## src/rtl/cfgGatePkg.sv

```systemverilog
package cfgGatePkg;
  localparam int BUS_W  = 8;
  localparam int DEV_W  = 5;
  localparam int FUNC_W = 3;
  localparam int REG_W  = 12;
  localparam int SIZE_W = 3;
  localparam int DATA_W = 32;
  localparam int LANES  = DATA_W / 8;
  localparam int OFF_W  = $clog2(LANES);

  typedef enum logic [1:0] {
    ST_OK       = 2'd0,
    ST_NOTFOUND = 2'd1,
    ST_BADREG   = 2'd2,
    ST_MISALIGN = 2'd3
  } cfgStatus_t;

  typedef struct packed {
    logic capture;
    logic issue;
    logic takeResp;
    logic takeLocal;
  } cfgStrobe_t;
endpackage

```

## src/rtl/cfgGateFilter.sv

```systemverilog
module cfgGateFilter
  import cfgGatePkg::*;
(
  input  logic [BUS_W-1:0]  tgtBus,
  input  logic [DEV_W-1:0]  tgtDev,
  input  logic [SIZE_W-1:0] tgtSize,
  input  logic [OFF_W-1:0]  tgtOff,
  input  logic [BUS_W-1:0]  localBus,
  input  logic [DEV_W-1:0]  localDev,
  input  logic              linkDown,
  output cfgStatus_t        verdict
);
  logic onLocalBus;
  logic isSelf;
  logic notNeighbour;
  logic unreachable;
  logic sizeLegal;

  always_comb begin
    onLocalBus   = (tgtBus == localBus);
    isSelf       = onLocalBus && (tgtDev == localDev);
    notNeighbour = onLocalBus &&
                   (((localDev == '0) && (tgtDev != DEV_W'(1))) ||
                    ((localDev != '0) && (tgtDev != '0)));
    unreachable  = isSelf || linkDown || notNeighbour;
    sizeLegal    = (tgtSize == SIZE_W'(1)) || (tgtSize == SIZE_W'(2)) ||
                   (tgtSize == SIZE_W'(4));
    if (unreachable)
      verdict = ST_NOTFOUND;
    else if (!sizeLegal)
      verdict = ST_BADREG;
    else if ((tgtSize == SIZE_W'(2)) && (tgtOff == OFF_W'(LANES - 1)))
      verdict = ST_MISALIGN;
    else
      verdict = ST_OK;
  end
endmodule

```

## src/rtl/cfgGateCtrl.sv

```systemverilog
module cfgGateCtrl
  import cfgGatePkg::*;
(
  input  logic       clk,
  input  logic       rstN,
  input  logic       reqValid,
  input  logic       dnRespValid,
  input  cfgStatus_t verdict,
  output logic       reqReady,
  output logic       cplValid,
  output cfgStrobe_t strb
);
  typedef enum logic [2:0] {
    S_IDLE, S_CHECK, S_ISSUE, S_WAIT, S_DONE
  } ctrlState_t;

  ctrlState_t state, stateNext;

  always_comb begin
    stateNext = state;
    case (state)
      S_IDLE:  if (reqValid) stateNext = S_CHECK;
      S_CHECK: stateNext = (verdict == ST_OK) ? S_ISSUE : S_DONE;
      S_ISSUE: stateNext = S_WAIT;
      S_WAIT:  if (dnRespValid) stateNext = S_DONE;
      S_DONE:  stateNext = S_IDLE;
      default: stateNext = S_IDLE;
    endcase
  end

  always_ff @(posedge clk) begin
    if (!rstN) state <= S_IDLE;
    else       state <= stateNext;
  end

  always_comb begin
    reqReady       = (state == S_IDLE);
    cplValid       = (state == S_DONE);
    strb.capture   = (state == S_IDLE) && reqValid;
    strb.issue     = (state == S_ISSUE);
    strb.takeResp  = (state == S_WAIT) && dnRespValid;
    strb.takeLocal = (state == S_CHECK) && (verdict != ST_OK);
  end

  AST_HOLD_OFF: assert property (@(posedge clk) disable iff (!rstN) (reqValid && reqReady) |=> !reqReady);
  AST_CPL_PULSE: assert property (@(posedge clk) disable iff (!rstN) cplValid |=> (!cplValid && reqReady));
endmodule

```

## src/rtl/cfgGateDp.sv

```systemverilog
module cfgGateDp
  import cfgGatePkg::*;
(
  input  logic              clk,
  input  logic              rstN,
  input  cfgStrobe_t        strb,
  input  logic              reqWrite,
  input  logic [BUS_W-1:0]  reqBus,
  input  logic [DEV_W-1:0]  reqDev,
  input  logic [FUNC_W-1:0] reqFunc,
  input  logic [REG_W-1:0]  reqReg,
  input  logic [SIZE_W-1:0] reqSize,
  input  logic [DATA_W-1:0] reqWdata,
  input  logic [BUS_W-1:0]  localBus,
  input  logic [DEV_W-1:0]  localDev,
  input  logic              linkDown,
  input  logic [DATA_W-1:0] dnRdata,
  output cfgStatus_t        verdict,
  output logic              dnValid,
  output logic              dnWrite,
  output logic [DATA_W-1:0] dnAddr,
  output logic [LANES-1:0]  dnByteEn,
  output logic [DATA_W-1:0] dnWdata,
  output logic [1:0]        cplStatus,
  output logic [DATA_W-1:0] cplRdata
);
  localparam int SHIFT_W = OFF_W + 3;

  logic              rWrite;
  logic [BUS_W-1:0]  rBus;
  logic [DEV_W-1:0]  rDev;
  logic [FUNC_W-1:0] rFunc;
  logic [REG_W-1:0]  rReg;
  logic [SIZE_W-1:0] rSize;
  logic [DATA_W-1:0] rWdata;
  logic [OFF_W-1:0]  laneOff;
  logic [SHIFT_W-1:0] bitShift;
  logic [DATA_W-1:0] rdShifted;
  logic [DATA_W-1:0] rdExtract;
  cfgStatus_t        statusQ;
  logic [DATA_W-1:0] cplDataQ;

  always_ff @(posedge clk) begin
    if (!rstN) begin
      rWrite <= 1'b0;
      rBus   <= '0;
      rDev   <= '0;
      rFunc  <= '0;
      rReg   <= '0;
      rSize  <= '0;
      rWdata <= '0;
    end else if (strb.capture) begin
      rWrite <= reqWrite;
      rBus   <= reqBus;
      rDev   <= reqDev;
      rFunc  <= reqFunc;
      rReg   <= reqReg;
      rSize  <= reqSize;
      rWdata <= reqWdata;
    end
  end

  assign laneOff  = rReg[OFF_W-1:0];
  assign bitShift = {laneOff, 3'b000};

  cfgGateFilter uFilter (
    .tgtBus   (rBus),
    .tgtDev   (rDev),
    .tgtSize  (rSize),
    .tgtOff   (laneOff),
    .localBus (localBus),
    .localDev (localDev),
    .linkDown (linkDown),
    .verdict  (verdict)
  );

  always_comb begin
    dnValid = strb.issue;
    dnWrite = rWrite;
    dnAddr  = {1'b1, 3'b000, rReg[11:8], rBus, rDev, rFunc, rReg[7:2], 2'b00};
    case (rSize)
      SIZE_W'(1): begin
        dnByteEn = LANES'(1) << laneOff;
        dnWdata  = rWdata << bitShift;
      end
      SIZE_W'(2): begin
        dnByteEn = LANES'(3) << laneOff;
        dnWdata  = rWdata << bitShift;
      end
      default: begin
        dnByteEn = '1;
        dnWdata  = rWdata;
      end
    endcase
  end

  always_comb begin
    rdShifted = dnRdata >> bitShift;
    case (rSize)
      SIZE_W'(1): rdExtract = rdShifted & DATA_W'(32'h0000_00ff);
      SIZE_W'(2): rdExtract = rdShifted & DATA_W'(32'h0000_ffff);
      default:    rdExtract = dnRdata;
    endcase
  end

  always_ff @(posedge clk) begin
    if (!rstN) begin
      statusQ  <= ST_OK;
      cplDataQ <= '0;
    end else if (strb.takeResp) begin
      statusQ  <= ST_OK;
      cplDataQ <= rWrite ? '0 : rdExtract;
    end else if (strb.takeLocal) begin
      statusQ  <= verdict;
      cplDataQ <= (!rWrite && (verdict == ST_NOTFOUND)) ? '1 : '0;
    end
  end

  assign cplStatus = statusQ;
  assign cplRdata  = cplDataQ;

  AST_ADDR_TARGET: assert property (@(posedge clk) disable iff (!rstN) dnValid |-> (dnAddr[23:16] == $past(reqBus, 2) && dnAddr[15:11] == $past(reqDev, 2)));
  AST_NO_SELF: assert property (@(posedge clk) disable iff (!rstN) dnValid |-> !(dnAddr[23:16] == $past(localBus) && dnAddr[15:11] == $past(localDev)));
  AST_LINK_UP: assert property (@(posedge clk) disable iff (!rstN) dnValid |-> !$past(linkDown));
  AST_LANE_COUNT: assert property (@(posedge clk) disable iff (!rstN) dnValid |-> ($countones(dnByteEn) == 1 || $countones(dnByteEn) == 2 || $countones(dnByteEn) == 4));
endmodule

```

## src/rtl/cfgGate.sv

```systemverilog
module cfgGate
  import cfgGatePkg::*;
(
  input  logic        clk,
  input  logic        rstN,
  input  logic        reqValid,
  output logic        reqReady,
  input  logic        reqWrite,
  input  logic [7:0]  reqBus,
  input  logic [4:0]  reqDev,
  input  logic [2:0]  reqFunc,
  input  logic [11:0] reqReg,
  input  logic [2:0]  reqSize,
  input  logic [31:0] reqWdata,
  input  logic [7:0]  localBus,
  input  logic [4:0]  localDev,
  input  logic        linkDown,
  output logic        dnValid,
  output logic        dnWrite,
  output logic [31:0] dnAddr,
  output logic [3:0]  dnByteEn,
  output logic [31:0] dnWdata,
  input  logic        dnRespValid,
  input  logic [31:0] dnRdata,
  output logic        cplValid,
  output logic [1:0]  cplStatus,
  output logic [31:0] cplRdata
);
  cfgStrobe_t strb;
  cfgStatus_t verdict;

  cfgGateCtrl uCtrl (
    .clk         (clk),
    .rstN        (rstN),
    .reqValid    (reqValid),
    .dnRespValid (dnRespValid),
    .verdict     (verdict),
    .reqReady    (reqReady),
    .cplValid    (cplValid),
    .strb        (strb)
  );

  cfgGateDp uDp (
    .clk       (clk),
    .rstN      (rstN),
    .strb      (strb),
    .reqWrite  (reqWrite),
    .reqBus    (reqBus),
    .reqDev    (reqDev),
    .reqFunc   (reqFunc),
    .reqReg    (reqReg),
    .reqSize   (reqSize),
    .reqWdata  (reqWdata),
    .localBus  (localBus),
    .localDev  (localDev),
    .linkDown  (linkDown),
    .dnRdata   (dnRdata),
    .verdict   (verdict),
    .dnValid   (dnValid),
    .dnWrite   (dnWrite),
    .dnAddr    (dnAddr),
    .dnByteEn  (dnByteEn),
    .dnWdata   (dnWdata),
    .cplStatus (cplStatus),
    .cplRdata  (cplRdata)
  );
endmodule

```

## config.mk

```make
export PLATFORM = sky130hd
export DESIGN_NAME = cfgGate
export DESIGN_NICKNAME = d
export VERILOG_FILES = /design/src/rtl/cfgGatePkg.sv /design/src/rtl/cfgGateFilter.sv /design/src/rtl/cfgGateCtrl.sv /design/src/rtl/cfgGateDp.sv /design/src/rtl/cfgGate.sv
export SDC_FILE = /design/constraint.sdc
export NUM_CORES = 1
export LEC_CHECK = 0
export CAP_MARGIN = 20
export CORE_AREA = 3 3 110 112
export DETAILED_ROUTE_END_ITERATION = 6
export DIE_AREA = 0 0 113 115
export GPL_ROUTABILITY_DRIVEN = 0
export MAX_ROUTING_LAYER = met4
export PLACE_DENSITY = 0.86
export SETUP_SLACK_MARGIN = 0.3
export SLEW_MARGIN = 20
export SYNTH_ARGS = -nofsm -noshare
export SYNTH_HDL_FRONTEND = slang
export SYNTH_HIERARCHICAL = 1
export SYNTH_SLANG_ARGS = --single-unit
export TNS_END_PERCENT = 50
```

## constraint.sdc

```tcl
create_clock -name clk -period 9.5 [get_ports clk]
set_input_delay 0.95 -clock clk [delete_from_list [all_inputs] [get_ports clk]]
set_output_delay 0.95 -clock clk [all_outputs]
set_load 0.05 [all_outputs]
```

Word-level counts from Yosys, hierarchy flattened
Cells that the tools add are included.
{ "op_classes": {"eq_ne": 14, "shift": 4, "n_mux": 14, "bitwise": 1, "reduce_logical": 25} }
{ "op_table": {"columns": ["op", "n"], "rows": [
  ["$mux W32", 5],
  ["$pmux W32 S2", 1],
  ["$shl A32 B5 Y32", 1],
  ["$shr A32 B5 Y16", 1],
  ["$pmux W3 S4", 1],
  ["$reduce_bool A5 Y1", 2],
  ["$eq A3 B2 Y1 const B", 3],
  ["$logic_and A1 B1 Y1", 9],
  ["$mux W3", 3],
  ["$eq A8 B8 Y1", 1],
  ["$pmux W4 S2", 1],
  ["$eq A3 B1 Y1 const B", 2],
  ["$eq A3 B3 Y1 const B", 2],
  ["$mux W2", 3],
  ["$eq A5 B5 Y1", 1],
  ["$logic_not A5 Y1", 1],
  ["$logic_or A1 B1 Y1", 5],
  ["$ne A5 B1 Y1 const B", 1],
  ["$ne A2 B2 Y1 const B", 2],
  ["$reduce_bool A2 Y1", 2],
  ["$reduce_or A2 Y1", 2],
  ["$shl A1 B2 Y4 const A", 1],
  ["$shl A2 B2 Y4 const A", 1],
  ["$logic_not A3 Y1", 1],
  ["6 further kinds", 6]
]} }
{ "word_totals": {"regBits": 101, "in_bits": 114} }

Depth between registers and ports, before layout
{ "logic_depth": {"ltp_word": 11, "depth_mapped": 12} }

Hierarchy
The synthesis kept the hierarchy.
{ "by_module_without_submodules": {"columns": ["mod", "instances", "cells_per_inst", "area_per_inst_um2", "seq_area_each_um2"], "rows": [
  ["cfgGateDp", 1, 550, 4907.2, 1961.9],
  ["cfgGateCtrl", 1, 21, 195.2, 60.1],
  ["cfgGateFilter", 1, 24, 176.4, 0.0]
]} }

Least setup slack after synthesis
No wires, ideal clock.
{ "synth_path": {"path_kind": "input-to-reg", "startpoint": "in localDev[1]", "endpoint": "reg uDp.cplDataQ[0], in the netlist uDp/cplRdata[0]", "arrival_ns": 3.679, "required_time_ns": 9.408, "path_slack_ns": 5.728, "stages": 12, "path_buffers": 2, "path_cell_list": "or4_1 -> nor3_1 -> nor4b_2 -> o21ai_0 -> nor2_1 -> nor3b_1 -> or2_1 -> buf_2 -> o21ai_1 -> or2_2 -> clkbuf_1 -> o32ai_1"} }
{ "synth_rtl": {"columns": ["item", "line_no", "rtl"], "rows": [
  ["from (decl)", "cfgGate.sv:16", "input logic [4:0] localDev,"],
  ["to (signal assigned)", "cfgGateDp.sv:112", "cplDataQ <= rWrite ? '0 : rdExtract;"],
  ["to (signal assigned)", "cfgGateDp.sv:115", "cplDataQ <= (!rWrite && (verdict == ST_NOTFOUND)) ? '1 : '0;"],
  ["to (decl)", "cfgGateDp.sv:41", "logic [DATA_W-1:0] cplDataQ;"]
]} }

==> results.rst <==
.. list-table::
   :header-rows: 1

   * - Metric
     - Value
   * - Run status
     - completed
   * - First-pass GRT wire length
     - 25.8 mm
   * - Final min period
     - 4810 ps
   * - Total number of H-tree levels
     - 3
   * - Total global routing overflow
     - 0
   * - Post-route non-filler standard cell count
     - 916
   * - Synthesized area divided by synthesized cell count
     - 8.87 sq um
   * - Number of hold violations in the final report
     - 0
   * - Initial Utilization
     - 46.6%
   * - Unrepaired setup endpoints after global routing
     - no
   * - Worst Clk Skew
     - 6.55 ps
   * - Main combinational cell family by area after synthesis
     - simple AND/OR/NAND/NOR gates
   * - Detailed placer's ending HPWL
     - 12.2 mm
   * - Maximum number of pins on one net before global-route repair
     - 65
   * - Max-Slew Margin vs Limit
     - 32.1%
   * - Commonest cells after routing, fill and taps aside
     - 212 x clkdlybuf4s50_1, 101 x dfxtp_1, 82 x mux2i_1
   * - Worst skew pair latency
     - 340 ps
   * - Via count of the first global-routing pass
     - 5,106
   * - Post-Synth Adder-Cell Area
     - 0%
   * - Crit Path Max Fanout
     - 33
   * - Fmax
     - 208 MHz
   * - Vertical extent of the die
     - 115 um
   * - Compound-cell area share of the yosys netlist
     - 15.6%
   * - Buffer depth of the longest clock path
     - 2
   * - Number of cells traversed by the worst register-to-register path
     - 11
   * - Critical Path RT
     - 9720 ps
   * - Most common cell after layout, fill and taps aside
     - clkdlybuf4s50_1
   * - Hold Path Stages
     - 2
   * - Clock transition time at the flip-flop clock pins of the worst setup and hold paths
     - 60 ps
   * - Cell variety after synth
     - 46
   * - Drt drc
     - 0
   * - Total inserted antenna cells
     - 0
   * - Port Buf Inserts
     - 213
   * - Remaining antenna violation count
     - 0
   * - Number of I/O pins
     - 220
   * - Number of gates resized after cts
     - 0
   * - Cells after DPL
     - 899
   * - Proportion of layout cells with a drive suffix above 1
     - 4.92%
   * - Largest delay contributor family on the critical path
     - simple AND/OR/NAND/NOR gates
   * - CP max-delay cell
     - or2_1
   * - Sum of internal, switching and leakage power
     - 1370 uW
   * - Via total after detailed routing
     - 5,079
   * - Area growth, synth to finish
     - 44.4%
   * - Violation count after the first detailed-route iteration
     - 511
   * - GRT Resource Usage Total
     - 25.3%
   * - Die Span X
     - 113 um
   * - Synth warnings
     - 6
   * - Critical Path AT
     - 5040 ps
   * - Cell area after technology mapping
     - 5280 sq um
   * - Maximum capacitance violations
     - 0
   * - Critical path endpoint category
     - flip-flop
   * - Number of buffers inserted to repair setup after CTS
     - 0
   * - Classification of the worst-slack hold path
     - reg2reg
   * - Fraction of registers with async set or reset after synthesis
     - 0%
   * - Actual slew at the worst max-slew pin
     - 1020 ps
   * - WP depth
     - 11
   * - Number of buffers added by the clock tree synthesis step
     - 9
   * - Crit Path Category
     - in2reg
   * - Clock net sink count
     - 101
   * - Cells along the critical path
     - clkdlybuf4s50_1 -> or4_1 -> nor3_1 -> nor4b_2 -> o21ai_0 -> nor2_1 -> nor3b_1 -> or2_1 -> o21ai_1 -> or2_2 -> o32ai_1
   * - Startpoint class of the critical path
     - input pin
   * - Nets
     - 882
   * - Post-cts hold buffer count
     - 0
   * - Portion of the clock cycle consumed by the worst path in the final layout
     - 50.7%
   * - Number of rows created at floorplan
     - 39
   * - Sequential cell area fraction in the yosys report
     - 38.3%
   * - IR Drop Worst-Case VDD
     - 107 uV
   * - Bufs and invs on worst path
     - 1
   * - Final number of setup-violating endpoints
     - 0
   * - Count of pins over their slew limit
     - 0
   * - Placeable core region
     - 11,300 sq um
   * - Instance count of the mapped netlist
     - 595
   * - Power Density
     - 180 nW/um^2
   * - Primary flip-flop cell chosen by synthesis mapping
     - dfxtp_1
   * - Flip-flop and latch count after synthesis
     - 101
   * - Fin Setup TNS
     - 0 ps
   * - Die area
     - 13,000 sq um
   * - Largest stage delay on the critical path
     - 870 ps
   * - Number of optimization iterations in the first detailed-route pass
     - 5
   * - Via/cell ratio
     - 5.54
   * - Initial antenna violation count
     - 0
   * - Mux cell area share after synthesis
     - 15.8%
   * - Post-synth EDFFs
     - 0
   * - Wire length per cell
     - 18.1 um
   * - Clock tree root driver cell
     - clkbuf_16
   * - Post-synthesis simple-gate area fraction
     - 21.7%
   * - Total wire length after detailed routing
     - 16.6 mm
   * - Leak Pwr
     - 0.00283 uW
   * - CTS tree
     - built
   * - Area share of xor/xnor cells in the synthesized design
     - 1.64%
-- synth_stat cells, types with 2 or more instances --
library cell,instances,area (sq um)
inv_1,3,11.3
nand2b_1,28,175
nor2_1,54,203
a211oi_1,8,60.1
mux2i_1,82,821
dfxtp_1,101,2020
nor2b_1,77,482
conb_1,2,7.51
o32ai_1,8,70.1
or4_1,2,15.0
nor3b_1,3,22.5
nand2_1,19,71.3
a31oi_1,8,50.1
and2_1,2,12.5
a21oi_1,39,195
buf_4,19,143
or2_2,2,12.5
xor2_1,8,70.1
buf_2,12,60.1
and3_1,2,12.5
buf_6,5,56.3
o31ai_1,8,60.1
o21ai_0,37,185
o21ai_1,3,15.0
nor4_1,2,12.5
nor3_1,3,15.0
a221oi_1,8,70.1
clkbuf_1,25,93.8
o22a_1,8,70.1
-- tightest hold or removal path, cell delays in order, from the launching register on --
cell,delay [ps]
dfxtp_1,320
nor2_1,100
a211oi_1,50
-- metrics by stage --
stage	cell area [sq um]	utilization, %	hold WS, ps	setup WS, ps
finish	7620	67.3	519	4690
global route	7620	67.3	547	4340
CTS	7590	67.0	517	4770
detailed placement	7290	64.4	497	4450
global placement	7290	64.4	489	4750
floorplan	5290	-	483	5730
-- layer usage --
metal / up-vias / wire length (um) / global-route usage [%]
li1: 2390 / - / -
met1: 2383 / 6740 / 30.9
met2: 262 / 8090 / 41.9
met3: 44 / 1220 / 3.74
met4: 0 / 550 / 10.9
met5: - / 0 / -
-- where the power goes --
part	internal (uW)	leakage (uW)	switching [uW]
Combinational	198	0.00186	309
Sequential	463	0.000828	33.6
Clock	212	0.000142	158
-- area by class of cell --
| class | instances | area (sq um) |
|---|---|---|
| clock buffers | 11 | 243 |
| clock inverters | 5 | 58.8 |
| fillers | 900 | 3700 |
| inverters | 3 | 11.3 |
| multi-input cells | 434 | 2920 |
| flip-flops and latches | 101 | 2020 |
| well taps | 143 | 179 |
| repair buffers | 219 | 2190 |
-- state kept, by name (all words and copies together) (netlist names) --
name / count
uDp/rReg: 12
uDp/rFunc: 3
uDp/cplRdata: 32
uDp/rDev: 5
uDp/rSize: 3
uDp/rBus: 8
uDp/cplStatus: 2
uDp/rWdata: 32
uCtrl/state: 3
uDp/dnWrite: 1
-- cells by family after synthesis --
family / count (synthesis)
simple gates: 204
compound gates: 132
flops: 101
mux: 83
buf+inv: 64
xor+xnor: 9
other cells: 2
-- path summary, 6_finish.rpt --
kind / from / end / slack [ps]
worst min-delay path: uDp/cplRdata[13] / uDp/cplRdata[13] / 520
worst max register to register: uDp/rReg[1] / uDp/cplRdata[5] / 5320
worst min register to register: uDp/cplRdata[13] / uDp/cplRdata[13] / 520
worst max-delay path: localDev[1] / uDp/cplRdata[5] / 4690
(Power assumes the default switching activity.)
